===== src/rtl/pulse_rec_pkg.sv =====
package pulse_rec_pkg;
    localparam int CTL_W     = 8;
    localparam int BIT_RUN   = 0;
    localparam int BIT_PAUSE = 1;
    localparam int BIT_HS    = 2;
    localparam int BIT_WARN  = 3;
    localparam int NWORDS    = 4;

    typedef enum logic [0:0] {
        RD_IDLE = 1'b0,
        RD_HOLD = 1'b1
    } rd_state_e;
endpackage


===== src/rtl/prf_queue.sv =====
module prf_queue #(
    parameter int DEPTH = 16,
    parameter int W     = 128
) (
    input  logic                         clk,
    input  logic                         rst_n,
    input  logic                         flush_i,
    input  logic                         push_i,
    input  logic                         pop_i,
    input  logic [W-1:0]                 data_i,
    output logic [W-1:0]                 head_o,
    output logic                         full_o,
    output logic                         empty_o,
    output logic [$clog2(DEPTH+1)-1:0]   count_o
);
    localparam int PTR_W = (DEPTH > 1) ? $clog2(DEPTH) : 1;
    localparam int CNT_W = $clog2(DEPTH + 1);

    typedef struct packed {
        logic [PTR_W-1:0] wr_ptr;
        logic [PTR_W-1:0] rd_ptr;
        logic [CNT_W-1:0] cnt;
    } q_state_t;

    q_state_t q_d, q_q;
    logic [W-1:0] mem_q [DEPTH];

    function automatic logic [PTR_W-1:0] ptr_next(input logic [PTR_W-1:0] p);
        return (p == PTR_W'(DEPTH - 1)) ? '0 : p + PTR_W'(1);
    endfunction

    always_comb begin
        q_d = q_q;
        if (flush_i) begin
            q_d = '0;
        end else begin
            if (push_i) q_d.wr_ptr = ptr_next(q_q.wr_ptr);
            if (pop_i)  q_d.rd_ptr = ptr_next(q_q.rd_ptr);
            case ({push_i, pop_i})
                2'b10:   q_d.cnt = q_q.cnt + CNT_W'(1);
                2'b01:   q_d.cnt = q_q.cnt - CNT_W'(1);
                default: q_d.cnt = q_q.cnt;
            endcase
        end
    end

    always_ff @(posedge clk or negedge rst_n) begin
        if (!rst_n) q_q <= '0;
        else        q_q <= q_d;
    end

    // storage array carries no reset; only written entries are ever read
    always_ff @(posedge clk) begin
        if (push_i && !flush_i) mem_q[q_q.wr_ptr] <= data_i;
    end

    assign head_o  = mem_q[q_q.rd_ptr];
    assign full_o  = (q_q.cnt == CNT_W'(DEPTH));
    assign empty_o = (q_q.cnt == '0);
    assign count_o = q_q.cnt;

    p_no_overflow_r8: assert property (@(posedge clk) disable iff (!rst_n)
        q_q.cnt <= CNT_W'(DEPTH));
    p_push_room_r8: assert property (@(posedge clk) disable iff (!rst_n)
        !(push_i && full_o && !pop_i));
    p_no_underflow_r2: assert property (@(posedge clk) disable iff (!rst_n)
        !(pop_i && empty_o));
endmodule


===== src/rtl/prf_writer.sv =====
module prf_writer #(
    parameter int DROP_W = 8
) (
    input  logic              clk,
    input  logic              rst_n,
    input  logic              flush_i,
    input  logic              pause_n_i,
    input  logic              rec_valid_i,
    input  logic              full_i,
    input  logic              pop_i,
    output logic              push_o,
    output logic [DROP_W-1:0] drop_cnt_o,
    output logic              warn_o
);
    typedef struct packed {
        logic [DROP_W-1:0] drops;
        logic              warn;
    } wr_state_t;

    wr_state_t w_d, w_q;
    logic offer, room, drop;

    always_comb begin
        offer  = rec_valid_i && pause_n_i && !flush_i;
        room   = !full_i || pop_i;
        push_o = offer && room;
        drop   = offer && !room;

        w_d = w_q;
        if (flush_i) begin
            w_d = '0;
        end else if (drop) begin
            w_d.warn = 1'b1;
            if (w_q.drops != '1) w_d.drops = w_q.drops + DROP_W'(1);
        end else if (!full_i) begin
            w_d.warn = 1'b0;
        end
    end

    always_ff @(posedge clk or negedge rst_n) begin
        if (!rst_n) w_q <= '0;
        else        w_q <= w_d;
    end

    assign drop_cnt_o = w_q.drops;
    assign warn_o     = w_q.warn;

    p_drop_sat_r10: assert property (@(posedge clk) disable iff (!rst_n)
        (w_q.drops == '1 && !flush_i) |=> (w_q.drops == '1));
    p_warn_clears_r9: assert property (@(posedge clk) disable iff (!rst_n)
        (w_q.warn && !full_i && !rec_valid_i) |=> !w_q.warn);
endmodule


===== src/rtl/prf_reader.sv =====
module prf_reader
    import pulse_rec_pkg::*;
#(
    parameter int WORD_W = 32
) (
    input  logic                       clk,
    input  logic                       rst_n,
    input  logic                       flush_i,
    input  logic                       clr_req_i,
    input  logic                       empty_i,
    input  logic [NWORDS*WORD_W-1:0]   head_i,
    output logic                       pop_o,
    output logic                       hs_o,
    output logic [NWORDS*WORD_W-1:0]   rec_o
);
    localparam int REC_W = NWORDS * WORD_W;

    typedef struct packed {
        rd_state_e        st;
        logic [REC_W-1:0] rec;
    } rd_t;

    rd_t r_d, r_q;

    always_comb begin
        r_d   = r_q;
        pop_o = 1'b0;
        if (flush_i) begin
            r_d.st  = RD_IDLE;
            r_d.rec = '0;
        end else begin
            case (r_q.st)
                RD_IDLE: begin
                    if (!empty_i) begin
                        pop_o   = 1'b1;
                        r_d.rec = head_i;
                        r_d.st  = RD_HOLD;
                    end
                end
                RD_HOLD: begin
                    if (clr_req_i) r_d.st = RD_IDLE;
                end
                default: r_d.st = RD_IDLE;
            endcase
        end
    end

    always_ff @(posedge clk or negedge rst_n) begin
        if (!rst_n) begin
            r_q.st  <= RD_IDLE;
            r_q.rec <= '0;
        end else begin
            r_q <= r_d;
        end
    end

    assign hs_o  = (r_q.st == RD_HOLD);
    assign rec_o = r_q.rec;

    p_hold_stable_r4: assert property (@(posedge clk) disable iff (!rst_n)
        (r_q.st == RD_HOLD && !clr_req_i && !flush_i) |=> $stable(r_q.rec));
    p_clear_drops_hs_r4: assert property (@(posedge clk) disable iff (!rst_n)
        (r_q.st == RD_HOLD && clr_req_i) |=> (r_q.st == RD_IDLE));
    p_load_ready_r3: assert property (@(posedge clk) disable iff (!rst_n)
        (r_q.st == RD_IDLE && !empty_i && !flush_i) |=> (r_q.st == RD_HOLD));
endmodule


===== src/rtl/prf_ctrl.sv =====
module prf_ctrl
    import pulse_rec_pkg::*;
(
    input  logic             clk,
    input  logic             rst_n,
    input  logic             wr_en_i,
    input  logic [CTL_W-1:0] wr_data_i,
    input  logic             hs_i,
    input  logic             warn_i,
    output logic             run_o,
    output logic             pause_n_o,
    output logic             clr_req_o,
    output logic [CTL_W-1:0] rd_o
);
    typedef struct packed {
        logic run;
        logic pause_n;
    } ctl_t;

    ctl_t c_d, c_q;
    logic unused_wr_bits;

    always_comb begin
        c_d = c_q;
        if (wr_en_i) begin
            c_d.run     = wr_data_i[BIT_RUN];
            c_d.pause_n = wr_data_i[BIT_PAUSE];
        end
    end

    always_ff @(posedge clk or negedge rst_n) begin
        if (!rst_n) begin
            c_q.run     <= 1'b1;
            c_q.pause_n <= 1'b1;
        end else begin
            c_q <= c_d;
        end
    end

    // a zero in the handshake position is a clear request; a one does nothing
    assign clr_req_o      = wr_en_i && !wr_data_i[BIT_HS];
    assign unused_wr_bits = ^wr_data_i[CTL_W-1:BIT_WARN];
    assign run_o          = c_q.run;
    assign pause_n_o      = c_q.pause_n;

    always_comb begin
        rd_o            = '0;
        rd_o[BIT_RUN]   = c_q.run;
        rd_o[BIT_PAUSE] = c_q.pause_n;
        rd_o[BIT_HS]    = hs_i;
        rd_o[BIT_WARN]  = warn_i;
    end
endmodule


===== src/rtl/pulse_rec_fifo.sv =====
module pulse_rec_fifo
    import pulse_rec_pkg::*;
#(
    parameter int DEPTH  = 16,
    parameter int WORD_W = 32,
    parameter int DROP_W = 8
) (
    input  logic                     clk,
    input  logic                     rst_n,
    input  logic                     rec_valid_i,
    input  logic [4*WORD_W-1:0]      rec_data_i,
    input  logic                     ctl_wr_en_i,
    input  logic [7:0]               ctl_wr_data_i,
    output logic [7:0]               ctl_rd_data_o,
    output logic [WORD_W-1:0]        lead_lo_o,
    output logic [WORD_W-1:0]        lead_hi_o,
    output logic [WORD_W-1:0]        trail_lo_o,
    output logic [WORD_W-1:0]        trail_hi_o,
    output logic [DROP_W-1:0]        drop_count_o,
    output logic                     irq_data_o,
    output logic                     irq_full_o
);
    localparam int REC_W = NWORDS * WORD_W;
    localparam int CNT_W = $clog2(DEPTH + 1);

    logic             run, pause_n, clr_req, flush;
    logic             push, pop, q_full, q_empty, hs, warn;
    logic [CNT_W-1:0] q_count;
    logic [REC_W-1:0] q_head, rd_rec;
    logic [NWORDS-1:0][WORD_W-1:0] words;

    assign flush = !run;

    prf_ctrl u_ctrl (
        .clk       (clk),
        .rst_n     (rst_n),
        .wr_en_i   (ctl_wr_en_i),
        .wr_data_i (ctl_wr_data_i),
        .hs_i      (hs),
        .warn_i    (warn),
        .run_o     (run),
        .pause_n_o (pause_n),
        .clr_req_o (clr_req),
        .rd_o      (ctl_rd_data_o)
    );

    prf_writer #(.DROP_W(DROP_W)) u_writer (
        .clk         (clk),
        .rst_n       (rst_n),
        .flush_i     (flush),
        .pause_n_i   (pause_n),
        .rec_valid_i (rec_valid_i),
        .full_i      (q_full),
        .pop_i       (pop),
        .push_o      (push),
        .drop_cnt_o  (drop_count_o),
        .warn_o      (warn)
    );

    prf_queue #(.DEPTH(DEPTH), .W(REC_W)) u_queue (
        .clk     (clk),
        .rst_n   (rst_n),
        .flush_i (flush),
        .push_i  (push),
        .pop_i   (pop),
        .data_i  (rec_data_i),
        .head_o  (q_head),
        .full_o  (q_full),
        .empty_o (q_empty),
        .count_o (q_count)
    );

    prf_reader #(.WORD_W(WORD_W)) u_reader (
        .clk       (clk),
        .rst_n     (rst_n),
        .flush_i   (flush),
        .clr_req_i (clr_req),
        .empty_i   (q_empty),
        .head_i    (q_head),
        .pop_o     (pop),
        .hs_o      (hs),
        .rec_o     (rd_rec)
    );

    genvar gi;
    generate
        for (gi = 0; gi < NWORDS; gi++) begin : g_split
            assign words[gi] = rd_rec[gi*WORD_W +: WORD_W];
        end
    endgenerate

    assign lead_lo_o  = words[0];
    assign lead_hi_o  = words[1];
    assign trail_lo_o = words[2];
    assign trail_hi_o = words[3];
    assign irq_data_o = hs;
    assign irq_full_o = warn;

    p_rise_needs_data_r3: assert property (@(posedge clk) disable iff (!rst_n)
        $rose(hs) |-> $past(!q_empty));
    p_warn_only_full_r8: assert property (@(posedge clk) disable iff (!rst_n)
        $rose(warn) |-> $past(q_full));
    p_pause_no_growth_r6: assert property (@(posedge clk) disable iff (!rst_n)
        (!pause_n) |=> (q_count <= $past(q_count)));
    p_flush_idle_r7: assert property (@(posedge clk) disable iff (!rst_n)
        (!run) |=> (q_empty && !hs && !warn && drop_count_o == '0));
endmodule


===== config.mk =====
export PLATFORM = sky130hd
export DESIGN_NAME = pulse_rec_fifo
export DESIGN_NICKNAME = d
export VERILOG_FILES = /design/src/rtl/pulse_rec_pkg.sv /design/src/rtl/prf_queue.sv /design/src/rtl/prf_writer.sv /design/src/rtl/prf_reader.sv /design/src/rtl/prf_ctrl.sv /design/src/rtl/pulse_rec_fifo.sv
export SDC_FILE = /design/constraint.sdc
export NUM_CORES = 2
export LEC_CHECK = 0
export BUFFER_PORTS_ARGS = -buffer_cell sky130_fd_sc_hd__buf_2
export CAP_MARGIN = 20
export CORE_MARGIN = 1
export CORE_UTILIZATION = 56
export DETAILED_ROUTE_END_ITERATION = 8
export PLACE_DENSITY = 0.76
export SKIP_LAST_GASP = 1
export SLEW_MARGIN = 10
export SYNTH_ARGS = -nofsm -noshare
export SYNTH_HDL_FRONTEND = slang
export SYNTH_SLANG_ARGS = --single-unit

===== constraint.sdc =====
create_clock -name clk -period 9.8 [get_ports clk]
set_input_delay 1.47 -clock clk [delete_from_list [all_inputs] [get_ports clk]]
set_output_delay 1.47 -clock clk [all_outputs]
set_load 0.05 [all_outputs]

== Yosys cells after proc, flatten, opt, wreduce, memory -nomap -nowiden ==
Memories as Yosys holds them, arrays and structs flattened.
Index checks and enable logic that the tools add are counted.
Operators by class
  add/sub/neg operators: 5
  $mul: 0
  div/mod/pow operators: 0
  order comparisons: 0
  equality and inequality tests: 14
  shift operators: 0
  multiplexer cells: 21
  bitwise operators: 1
  reduce and logical (&&, ||, !) cells: 13
Operators by type and width (number)
  $mux 129: 2
  $mux 128: 1
  $mux 4: 4
  $mux 8: 2
  $mux 13: 1
  $pmux 5 s2: 1
  $mux 9: 1
  $add 4x1->4 const B: 2
  $add 8x1->8 const B: 1
  $eq 4x4->1 const B: 2
  $mux 1: 8
  $ne 2x1->1 const B: 4
  $ne 8x8->1 const B: 1
  $logic_and 1x1->1: 6
  $add 5x1->5 const B: 1
  $eq 5x5->1 const B: 1
  $logic_not 5->1: 1
  $sub 5x1->5 const B: 1
  $ne 2x2->1 const B: 2
  $reduce_and 2->1: 2
  $logic_not 1->1: 3
  $ne 3x1->1 const B: 1
  $ne 3x3->1 const B: 1
  $eq 2x1->1 const B: 1
  other kinds (4): 4
Word-level totals
  register bits: 153
  latch bits: 0
  memory bits (writable): 2048
  ROM bits: 0
  input bits: 140
  output and inout bits: 146
  logic and storage cells: 64
  memories kept: 1
Memory list
  u_queue.mem_q: depth 16, width 128, read ports 1, clocked after memory_dff 0, wr ports 1, RTL line prf_queue.sv:26  | logic [W-1:0] mem_q [DEPTH];

== Depth between registers and ports, before layout ==
  word-level depth: 9
  depth in mapped cells: 9

== Cells and area by module ==
From an unflattened synthesis, not the netlist that was laid out.
Second synthesis, totals
  cell total of the unflattened synthesis: 3898
  area total of the unflattened synthesis: 84095.7 um2
Modules (own cells, without submodules)
  prf_queue: instances 1, cells each 3240, area each 77309.1 um2
  prf_reader: instances 1, cells each 587, area each 6098.3 um2
  prf_writer: instances 1, cells each 56, area each 539.3 um2
  prf_ctrl: instances 1, cells each 14, area each 145.1 um2
  pulse_rec_fifo: instances 1, cells each 1, area each 3.8 um2

== Least setup slack after synthesis ==
No wires, ideal clock.
  path kind: input port to flip-flop
  from: input port rec_valid_i
  to: memory u_queue.mem_q[7][0], enable pin
  library setup time: 0.772 ns
  arrival time: 10.734 ns
  data required time: 9.028 ns
  setup slack: -1.706 ns
  stages on the path: 4
  path buffers: 1
  cell sequence: nand3_1 -> a31o_2 -> clkbuf_1 -> nor3_1
Between the ends
  cells in the longest elaborated chain, start to end: 6
Ends and longest elaborated chain
  start, declared: RTL line pulse_rec_fifo.sv:10  | input logic rec_valid_i,
  $logic_and 1x1->1 (2 in a row): RTL line prf_writer.sv:24  | offer = rec_valid_i && pause_n_i && !flush_i;
  $logic_and 1x1->1: RTL line prf_writer.sv:26  | push_o = offer && room;
  $logic_and 1x1->1: RTL line prf_queue.sv:54  | if (push_i && !flush_i) mem_q[q_q.wr_ptr] <= data_i;
  $mux 1: RTL line prf_queue.sv:54
  $mux 1 (not written as such): RTL line prf_queue.sv:54
  end, declared: RTL line prf_queue.sv:26
No other way between the ends.

== Worst setup path after layout ==
  from: register u_queue.q_q (netlist bit u_queue.count_o[1])
  to: register u_reader.r_q (netlist bit u_reader.rec_o[79])
Between the ends
  cells in the longest elaborated chain, start to end: 3
Ends and longest elaborated chain
  start, declared: RTL line prf_queue.sv:25  | q_state_t q_d, q_q;
  start signal, assigned: RTL line prf_queue.sv:49  | else q_q <= q_d;
  $logic_not 5->1: RTL line prf_queue.sv:59  | assign empty_o = (q_q.cnt == '0);
  $ne 2x2->1 (no line)
  $reduce_and 2->1 (no line)
  end signal, assigned: RTL line prf_reader.sv:53  | r_q <= r_d;
  end, declared: RTL line prf_reader.sv:23  | rd_t r_d, r_q;
No other way between the ends.
A chain may end at the register's enable or synchronous reset.

==> key figures <==
Status
  – Outcome: finished, final reports clean

Placed design
  – Placed inst area: 86700 um^2
  – Port Buffer Count: 276
  – GPL Wtd Cong: between 0.7 and 0.8
  – HPWL Detailed: between 80 and 90 mm

Global route
  – Remaining Overflow, GRT: 0
  – First-pass GRT wire length: between 200 and 300 mm
  – Largest net degree at the start of global routing: 154
  – Vias in the first global route: 41156
  – GRT Resource Usage Total: 25.7%
  – Initial antenna violation count: 40

CTS
  – CTS Buf Count: 211
  – Worst-Skew Late Latency: 0.87 ns
  – H-tree depth: 4
  – Hold bufs inserted after CTS: 0
  – Reg clk slew, reported paths: 0.06 ns
  – CTS sink count: 2201
  – CTS max path bufs: 3
  – Post-CTS setup buffers: 0
  – Post-CTS Resized: 0
  – Clock root buffer: clkbuf_16
  – CTS tree: built

Layout
  – Layout fillers: 9485
  – Post-route cell area: 93700 um^2
  – Fin nets: between 4000 and 5000
  – FF+latch area: 65300 um^2
  – Area Overhead vs Synth: 12.7%
  – Share of layout cells above drive strength 1: 28.7%
  – Area of the multi-input gates: ~17000 um^2

Worst setup path
  – Worst Path Required: between 10 and 15 ns
  – Setup CP Type: reg2reg
  – Crit end category: flip-flop
  – Worst-case reg-to-reg path depth: 6
  – Crit start category: flip-flop
  – FF-to-FF setup slack: 5.31 ns
  – Reg2reg end: u_reader.rec_o[79]$_DFFE_PN0P_
  – CP Max Fanout: 58
  – Worst r2r src: u_queue.count_o[1]$_DFFE_PN0P_
  – Critical path data arrival time: 5.14 ns

Detailed routing
  – # DRC: 0
  – Vias: 39535
  – Vias per inst: 6.52
  – Antenna viol nets, final: 0
  – Routed len/inst: 31.3 um
  – Final wirelength: 190 mm
  – First-pass DRT Iterations: 5
  – Initial DRC count: between 4000 and 5000

Synth
  – Ys async rst share: 6.95%
  – #FFs+latches synth: 2201
  – Cells after synthesis: between 3000 and 4000
  – Mapped Area: 83100 um^2
  – Synth unique cells: 60
  – Synth Area per Inst: 23.1 um^2
  – Seq/Total Area, Yosys: 78.6%
  – Post-synth top flop: edfxtp_1
  – Synth warn: 0
  – Post-synth EDFFs: 2048

Worst hold path
  – Min-Delay Path Depth: 2
  – Worst Hold Path EP: u_reader.rec_o[110]$_DFFE_PN0P_
  – Hold WC Path Type: reg2reg
  – Hold Crit Start: u_reader.rec_o[110]$_DFFE_PN0P_

Power
  – Flop pwr share: 48.8%
  – Pint: 16.1 mW
  – Leakage: 29.5 nW
  – PD cells: between 200 and 250 nW/um^2
  – Sw Share: 27.3%
  – Total net switching power: just over 6 mW
  – Worst ir drop on vdd: 0.000203 V
  – Logic pwr share: about 15%
  – Clock power frac: between 30% and 40%

Floorplanning
  – CORE AREA: 147000 um^2
  – Io pins: 286
  – Die Span X: 387 um
  – Die area: roughly 150000 um^2
  – FP Rows: 141
  – Die H: 387 um
  – Starting density of the core: between 50% and 60%

Timing
  – Slew Limit Fails: 0
  – Tmin final: 4.49 ns
  – Fmax achieved: between 200 and 250 MHz
  – Hold Vio Cnt, Final: 0
  – Setup TNS: 0 ns
  – Clk_skew: 0.0617 ns
  – Max transition margin: 23.6%
  – Tcrit/Tclk final: 45.8%
  – RSZ-0062 raised after global routing: false
  – Final Setup Violations: 0
  – Transition time of the tightest slew-check pin: 1.15 ns

Flow run
  – Max-capacitance violation count: 0
placed cells by master, fill, tap and decap left out, types with 37 or more instances in the layout:
cell type,Yosys,routed
o221ai_1,128,128
clkbuf_16,0,211
dfrtp_1,151,148
mux4_2,512,512
mux2i_1,261,261
nand3_1,139,138
edfxtp_1,2048,2048
buf_4,10,37
buf_2,30,275
clkbuf_1,132,60
clkinv_2,0,41
metrics by stage:
step / power [mW] / instances / hold slack [ns] / setup slack (ns) / util (%)
4_1_cts: 22.3 / 6046 / 0.523 / 5.35 / 63.5
6_report: 22.2 / 6064 / 0.520 / 5.31 / 63.5
3_3_place_gp: 14.3 / 5645 / 0.497 / 4.98 / 58.8
5_1_grt: 22.8 / 6058 / 0.540 / 5.11 / 63.5
2_1_floorplan: 13.2 / 3606 / 0.548 / 1.85 / -
3_5_place_dp: 14.3 / 5645 / 0.502 / 4.88 / 58.8
power groups by stage:
stage | Clock (mW) | Sequential, mW | Combinational (mW)
after floorplan | 0 | 11.7 | 1.55
after global placement | 0 | 11.0 | 3.26
after detailed placement | 0 | 11.0 | 3.31
after CTS | 8.16 | 10.8 | 3.33
after global routing | 8.53 | 10.8 | 3.46
final | 8.06 | 10.8 | 3.30
flip-flops by register name, summed over array words and instances (netlist names):
signal	cells
u_queue.mem_q	2048
u_reader.rec_o	128
u_queue.q_q	8
u_writer.drop_cnt_o	8
u_queue.count_o	5
u_ctrl.pause_n_o	1
u_ctrl.run_o	1
u_reader.hs_o	1
u_writer.warn_o	1
metal layers:
layer,vias up,wire (um),track usage (%)
met1,21114,71500,33.7
met4,30,5490,9.16
li1,16075,-,-
met3,331,16200,5.90
met5,-,179,0
met2,1985,96700,42.5
how the worst max path moves through the flow:
stage	from	end	slack [ns]	cells after the start
2_1_floorplan	rec_valid_i	u_queue.mem_q[15][0]$_DFFE_PP_	1.85	4
3_3_place_gp	rec_valid_i	u_queue.mem_q[11][74]$_DFFE_PP_	4.98	7
3_5_place_dp	rec_valid_i	u_queue.mem_q[11][74]$_DFFE_PP_	4.88	7
4_1_cts	u_queue.count_o[1]$_DFFE_PN0P_	u_reader.rec_o[68]$_DFFE_PN0P_	5.35	6
5_1_grt	u_queue.count_o[1]$_DFFE_PN0P_	u_reader.rec_o[68]$_DFFE_PN0P_	5.11	6
6_report	u_queue.count_o[1]$_DFFE_PN0P_	u_reader.rec_o[79]$_DFFE_PN0P_	5.31	6
synth_stat cells, types with 2 or more instances:
library cell  instances  area (um^2)
and4_1                4         35.0
clkbuf_1            132          495
nor3b_1               3         22.5
o21ai_0               4         20.0
edfxtp_1           2048        61500
a31oi_1               3         18.8
and3_1                3         18.8
o2111ai_1             2         17.5
or4_1                 2         15.0
nor3_1                2         10.0
dfrtp_1             151         3780
mux2_2                2         22.5
buf_6                 2         22.5
and2_1                9         56.3
o31ai_1               5         37.5
nor2_1                6         22.5
a21o_1                2         15.0
mux2i_1             261         2610
nand4_1               6         37.5
nor4_1                2         12.5
nand4b_1              2         17.5
o221ai_1            128         1120
or3_1                 4         25.0
nand3_1             139          696
mux4_2              512        11500
buf_1                46          173
ha_1                  8          100
or4_4                 2         22.5
nand2_1              23         86.3
buf_2                30          150
nand2b_1              3         18.8
inv_1                 5         18.8
dfstp_2               2         52.6
buf_4                10         75.1
a21oi_1              15         75.1
worst max-delay path, stage by stage, from the launching register on:
cell and delay (ns):
dfrtp_1 0.46, nor4_2 0.70, a21oi_1 0.44, nand3_4 0.57
buf_4 0.95, buf_4 0.83, o221ai_1 0.26
area by class of cell:
class                   instances  area share, %
well taps                    1930           2.58
flip-flops and latches       2201           69.7
clock buffers                 279           5.99
diodes                         18         0.0481
clock inverters               122           1.41
repair buffers                329           2.12
inverters                       6         0.0240
multi-input cells            1179           18.1
cell families (layout without fill, tap and decap cells):
group                    Yosys count  in the layout  synth area share (%)
XOR/XNOR                           2              2                0.0211
multiplexers                     775            775                  17.0
adder cells (fa/ha/maj)            8              8                 0.120
AND/OR/NAND/NOR                  216            216                  1.38
other                              1             22               0.00451
buffers and inverters            226            736                  1.13
flip-flops                      2201           2201                  78.6
AO/OA/AOI/OAI                    174            174                  1.73
Power figures use the tool's default switching activity.
